<file path="src/rtl/spb_pkg.sv">
package spb_pkg;
  localparam int ADDR_W = 32;
  localparam int DATA_W = 32;
  localparam int BE_W   = DATA_W / 8;

  typedef struct packed {
    logic [ADDR_W-1:0] addr;
    logic [DATA_W-1:0] data;
    logic [BE_W-1:0]   be;
  } spb_entry_t;
endpackage

</file>
<file path="src/rtl/spb_ctrl.sv">
module spb_ctrl #(
  parameter int DEPTH = 8,
  localparam int PTR_W = (DEPTH > 1) ? $clog2(DEPTH) : 1,
  localparam int CNT_W = $clog2(DEPTH + 1)
) (
  input  logic             clk,
  input  logic             rst_n,
  input  logic             push,
  input  logic             pop,
  output logic [PTR_W-1:0] wr_ptr,
  output logic [PTR_W-1:0] rd_ptr,
  output logic [DEPTH-1:0] live,
  output logic             full,
  output logic             empty
);
  logic [CNT_W-1:0] count;

  function automatic logic [PTR_W-1:0] bump(input logic [PTR_W-1:0] p);
    return (p == PTR_W'(DEPTH - 1)) ? '0 : p + 1'b1;
  endfunction

  always_ff @(posedge clk) begin
    if (!rst_n) begin
      count  <= '0;
      wr_ptr <= '0;
      rd_ptr <= '0;
    end else begin
      if (push) wr_ptr <= bump(wr_ptr);
      if (pop)  rd_ptr <= bump(rd_ptr);
      case ({push, pop})
        2'b10:   count <= count + 1'b1;
        2'b01:   count <= count - 1'b1;
        default: count <= count;
      endcase
    end
  end

  assign full  = (count == CNT_W'(DEPTH));
  assign empty = (count == '0);

  for (genvar i = 0; i < DEPTH; i++) begin : g_live
    always_ff @(posedge clk) begin
      if (!rst_n)                            live[i] <= 1'b0;
      else if (push && wr_ptr == PTR_W'(i))  live[i] <= 1'b1;
      else if (pop && rd_ptr == PTR_W'(i))   live[i] <= 1'b0;
    end
  end


  count_bound_chk: assert property (@(posedge clk) disable iff (!rst_n)
    count <= CNT_W'(DEPTH));


  same_edge_count_chk: assert property (@(posedge clk) disable iff (!rst_n)
    (push && pop) |=> count == $past(count));


  push_grows_chk: assert property (@(posedge clk) disable iff (!rst_n)
    (push && !pop) |=> count == $past(count) + 1'b1);


  live_tally_chk: assert property (@(posedge clk) disable iff (!rst_n)
    $countones(live) == 32'(count));
endmodule

</file>
<file path="src/rtl/spb_store.sv">
module spb_store
  import spb_pkg::*;
#(
  parameter int DEPTH = 8,
  localparam int PTR_W = (DEPTH > 1) ? $clog2(DEPTH) : 1
) (
  input  logic                   clk,
  input  logic                   wr_en,
  input  logic [PTR_W-1:0]       wr_ptr,
  input  spb_entry_t             wr_ent,
  input  logic [PTR_W-1:0]       rd_ptr,
  output spb_entry_t             rd_ent,
  output spb_entry_t [DEPTH-1:0] ents
);
  for (genvar i = 0; i < DEPTH; i++) begin : g_slot
    always_ff @(posedge clk) begin
      if (wr_en && wr_ptr == PTR_W'(i)) ents[i] <= wr_ent;
    end
  end

  assign rd_ent = ents[rd_ptr];
endmodule

</file>
<file path="src/rtl/spb_snoop.sv">
module spb_snoop
  import spb_pkg::*;
#(
  parameter int DEPTH = 8,
  parameter int OFS_W = 5
) (
  input  spb_entry_t [DEPTH-1:0] ents,
  input  logic [DEPTH-1:0]       live,
  input  logic [ADDR_W-1:0]      snp_addr,
  input  logic [ADDR_W-1:0]      in_addr,
  input  logic                   in_take,
  output logic                   hit
);
  localparam int TAG_W = ADDR_W - OFS_W;

  logic [TAG_W-1:0] q_tag;
  logic [DEPTH-1:0] match;
  logic             in_match;

  assign q_tag = snp_addr[ADDR_W-1:OFS_W];

  for (genvar i = 0; i < DEPTH; i++) begin : g_cmp
    assign match[i] = live[i] && (ents[i].addr[ADDR_W-1:OFS_W] == q_tag);
  end

  assign in_match = in_take && (in_addr[ADDR_W-1:OFS_W] == q_tag);
  assign hit      = (|match) || in_match;
endmodule

</file>
<file path="src/rtl/store_post_buf.sv">
module store_post_buf
  import spb_pkg::*;
#(
  parameter int DEPTH      = 8,
  parameter int LINE_BYTES = 32
) (
  input  logic              clk,
  input  logic              rst_n,
  input  logic              st_valid,
  output logic              st_ready,
  input  logic [ADDR_W-1:0] st_addr,
  input  logic [DATA_W-1:0] st_data,
  input  logic [BE_W-1:0]   st_be,
  output logic              dr_valid,
  input  logic              dr_ready,
  output logic [ADDR_W-1:0] dr_addr,
  output logic [DATA_W-1:0] dr_data,
  output logic [BE_W-1:0]   dr_be,
  input  logic [ADDR_W-1:0] snp_addr,
  output logic              snp_hit,
  output logic              full,
  output logic              empty
);
  localparam int PTR_W = (DEPTH > 1) ? $clog2(DEPTH) : 1;
  localparam int OFS_W = $clog2(LINE_BYTES);

  logic                   push, pop;
  logic [PTR_W-1:0]       wr_ptr, rd_ptr;
  logic [DEPTH-1:0]       live;
  spb_entry_t             in_ent, head;
  spb_entry_t [DEPTH-1:0] ents;

  assign st_ready = !full;
  assign push     = st_valid && !full;
  assign dr_valid = !empty;
  assign pop      = dr_valid && dr_ready;
  assign in_ent   = '{addr: st_addr, data: st_data, be: st_be};

  spb_ctrl #(.DEPTH(DEPTH)) u_ctrl (
    .clk(clk), .rst_n(rst_n), .push(push), .pop(pop),
    .wr_ptr(wr_ptr), .rd_ptr(rd_ptr), .live(live),
    .full(full), .empty(empty)
  );

  spb_store #(.DEPTH(DEPTH)) u_store (
    .clk(clk), .wr_en(push), .wr_ptr(wr_ptr), .wr_ent(in_ent),
    .rd_ptr(rd_ptr), .rd_ent(head), .ents(ents)
  );

  spb_snoop #(.DEPTH(DEPTH), .OFS_W(OFS_W)) u_snoop (
    .ents(ents), .live(live), .snp_addr(snp_addr),
    .in_addr(st_addr), .in_take(push), .hit(snp_hit)
  );

  assign dr_addr = head.addr;
  assign dr_data = head.data;
  assign dr_be   = head.be;


  head_hold_chk: assert property (@(posedge clk) disable iff (!rst_n)
    (dr_valid && !dr_ready) |=> dr_valid && $stable(dr_addr)
                                && $stable(dr_data) && $stable(dr_be));


  idle_snoop_chk: assert property (@(posedge clk) disable iff (!rst_n)
    (empty && !push) |-> !snp_hit);


  fresh_snoop_chk: assert property (@(posedge clk) disable iff (!rst_n)
    (push && st_addr[ADDR_W-1:OFS_W] == snp_addr[ADDR_W-1:OFS_W]) |-> snp_hit);


  full_gate_chk: assert property (@(posedge clk) disable iff (!rst_n)
    (full && !pop) |=> full);
endmodule

</file>
<file path="config.mk">
export PLATFORM = sky130hd
export DESIGN_NAME = store_post_buf
export DESIGN_NICKNAME = d
export VERILOG_FILES = /design/src/rtl/spb_pkg.sv /design/src/rtl/spb_ctrl.sv /design/src/rtl/spb_store.sv /design/src/rtl/spb_snoop.sv /design/src/rtl/store_post_buf.sv
export SDC_FILE = /design/constraint.sdc
export NUM_CORES = 1
export LEC_CHECK = 0
export BUFFER_PORTS_ARGS = -buffer_cell sky130_fd_sc_hd__buf_2
export CAP_MARGIN = 20
export CORE_MARGIN = 1
export CORE_UTILIZATION = 30
export DETAILED_ROUTE_END_ITERATION = 7
export SYNTH_ARGS = -nofsm -noshare
export SYNTH_HDL_FRONTEND = slang
export SYNTH_SLANG_ARGS = --single-unit
</file>
<file path="constraint.sdc">
create_clock -name clk -period 8.5 [get_ports clk]
set_input_delay 1.7 -clock clk [delete_from_list [all_inputs] [get_ports clk]]
set_output_delay 1.7 -clock clk [all_outputs]
set_load 0.02 [all_outputs]
</file>
==> results.md <==
- Worst Hold Launch: u_ctrl.count[3]
- Worst Path Arrival: about 3.7 ns
- Met3 usage: under 10%
- WHS Path Cells: 2
- CP Buf/Inv Count: 2
- Prevailing post-synth register cell: edfxtp_1
- Placer Congestion: about 0.93
- Post-DP HPWL: ~42000 um
- Most Frequent Cell on Critical Path: nand4_1
- P_leak: 9.227 nW
- Critical path required time: roughly 6.8 ns
- Hold WC Path Type: reg2reg
- Fin crit period: ~5.4 ns
- Max cap viols: 0
- Status: completed
- DRT antenna net count: 0
- Routed WL: ~67000 um
- Netlist Area Pre-Place: 0.02419 mm2
- Critical Path Source Type: input pin
- Fin nets: approximately 1700
- Initial core utilization: between 30 and 40%
- First-pass GRT wire length: 95990 um
- 1st-pass router iterations: 5
- Max incr delay on CP: 0.42 ns
- Syn_nets: around 1500
- GR peak layer: met2
- CTS Sinks: ~560
- CP Cell Sequence: buf_2 -> xnor2_1 -> nand4_1 -> nor4_1 -> nand4_1 -> nand4_1 -> or3_1 -> buf_2
- Boundary Pins: 177
- Sequential area share after synthesis: between 60% and 70%
- Initial antenna violation count: 16
- Global route total overflow: 0
- Flop-to-flop setup slack: roughly 5.6 ns
- CTS root buffer: clkbuf_16
- Setup violators final: 0
- Setup TNS Final: 0 ns
- Critical path peak fanout: 9
- Largest net degree at the start of global routing: 69
- Core Footprint: 0.07939 mm2
- Die Wd: 285.9 um
- Layout Cells excl Fill: 2683
- Max Slew Vio Count: 0
- Via density: 4.869
- Clock transition at path regs: 0.07 ns
- TritonCTS Buffers: 61
- Reg2reg start: u_ctrl.count[0]
- Cell family contributing the most delay on the critical path: simple AND/OR/NAND/NOR gates
- Post-CTS Repair Setup Buffers: 0
- Yosys cell types: 36
- GR met1 Demand/Resource: about a fifth
- RSZ-0062 raised after global routing: false
- Row count: between 100 and 150
- Clock Latency Late Sink: ~0.64 ns
- Routed length per instance: ~25 um
- Hold Path Sink: u_ctrl.count[3]
- Reg2Reg Depth: 10
- # hold bufs at CTS: 0
- Post-synth EDFFs: 544
- Commonest non-fill, non-tap cell in the layout: edfxtp_1
- DR iter-0 viols: about 1100
- Total GRT Usage: between 10% and 20%
- Ys async rst share: 0%
- Die height: about 290 um
- Yosys warnings: 0
- PD cells: 286.2 mW/mm2
- Max clock buf depth: 3
- Layout cells sized above 1: between 20% and 30%
- Final hold violation count: 0
- Most frequent cells in the layout: edfxtp_1, nand2_1, buf_2, xnor2_1, mux4_2
- H-Tree Level Count: 2
- Clock Skew: a little under 0.06 ns
- Register bit total from synthesis: 562
- WS Path Type: in2out
- Mapped Cells: about 1400
- Post-Syn Area per Cell: about 17 um2
- Highest ir drop seen on vdd: roughly 0.19 mV
- Via count: 13060
- Post_cts resized: 0
- Max frequency: about 0.19 GHz
- Slew @ Worst Pin: 1.065 ns
- Final period util: 62.97%
- Dpl cells: 2562
- Slew headroom: just under 30%
- Port bufs: between 150 and 200
- Area grow syn2layout: 16.51%
- Die area: roughly 0.082 mm2
- GR Layer Usage met2: roughly a quarter
- Vias in the first global route: 13810
- CP max stage cell: xnor2_1
- CTS tree: built
- Worst R2R End: u_ctrl.count[3]
- Crit end category: output port
- Final core occ: a little over a third
- # DRC: 0
-- kinds of logic after synthesis --
logic type      count (synthesis)  share of synthesized area [%]
simple gates                  326                          6.228
compound gates                 24                         0.6467
flops                         562                          69.03
mux                           136                          12.66
buf+inv                        91                          1.666
fa+ha+maj                      16                         0.8587
xor+xnor                      246                          8.908
-- synthesized netlist by cell type (5+ instances only) --
cell type / count / area, um2
nor2b_1: 5 / 31.28
clkbuf_1: 29 / 108.9
nand4_1: 46 / 287.8
a21boi_0: 5 / 37.54
xnor2_1: 138 / 1209
nor4_1: 36 / 225.2
nand2_1: 216 / 810.8
edfxtp_1: 544 / 16340
dfxtp_1: 18 / 360.4
ha_1: 15 / 187.7
xor2_1: 108 / 945.9
inv_1: 13 / 48.80
o21a_1: 5 / 37.54
a21oi_1: 6 / 30.03
and3_1: 9 / 56.30
buf_2: 39 / 195.2
buf_1: 6 / 22.52
mux4_2: 136 / 3063
-- report_power, final --
part	switching, mW	internal, mW
sequential	0.131	3.20
clock	1.10	1.54
combinational	1.29	0.801
-- worst register-to-register path: cells and delay by family (launching register included) --
| kind | cells | cell delay (ns) |
|---|---|---|
| xor gates and xnor gates | 1 | 0.10 |
| adders and majority gates | 2 | 0.54 |
| buffers and inverters | 1 | 0.16 |
| DFF | 1 | 0.37 |
| AOI/OAI and AO/OA | 3 | 0.53 |
| and+or+nand+nor | 3 | 1.18 |
-- per-stage QoR --
stage	setup WS, ns	power (mW)	hold slack (ns)	area [um2]
CTS	3.218	8.196	0.5176	28170
floorplan	3.831	4.758	0.4674	24190
finish	3.147	8.064	0.5104	28180
global placement	3.229	5.530	0.4813	26180
detailed placement	3.220	5.547	0.5080	26180
global route	3.130	8.411	0.5506	28170
-- per-layer routing --
layer	share of wire, %	vias to the layer above
li1	-	5724
met1	41	6759
met2	48	449
met3	8.6	116
met4	2.8	16
met5	0.14	-
-- layout make-up --
| type | instances | area (um2) |
|---|---|---|
| Multi-Input combinational cell | 748 | 7128 |
| Tap cell | 1050 | 1314 |
| Clock buffer | 81 | 1602 |
| Fill cell | 7590 | 51210 |
| Antenna cell | 6 | 15.01 |
| Inverter | 16 | 65.06 |
| Timing Repair Buffer | 186 | 968.4 |
| Sequential cell | 562 | 16710 |
| Clock inverter | 34 | 381.6 |
-- sequential cells by signal (all words and copies together) (netlist names) --
signal / cells
u_ctrl.wr_ptr: 3
u_ctrl.rd_ptr: 3
u_ctrl.count: 4
u_store.ents: 544
u_ctrl.live: 8
-- worst max path at each step --
stage	cells past startpoint	slack (ns)	start	to
detailed placement	8	3.22	snp_addr[16]	snp_hit
floorplan	7	3.83	snp_addr[15]	snp_hit
finish	8	3.15	snp_addr[16]	snp_hit
CTS	8	3.22	snp_addr[16]	snp_hit
global route	8	3.13	snp_addr[11]	snp_hit
global placement	8	3.23	snp_addr[16]	snp_hit
No activity file was read; power rests on OpenSTA's default activity.
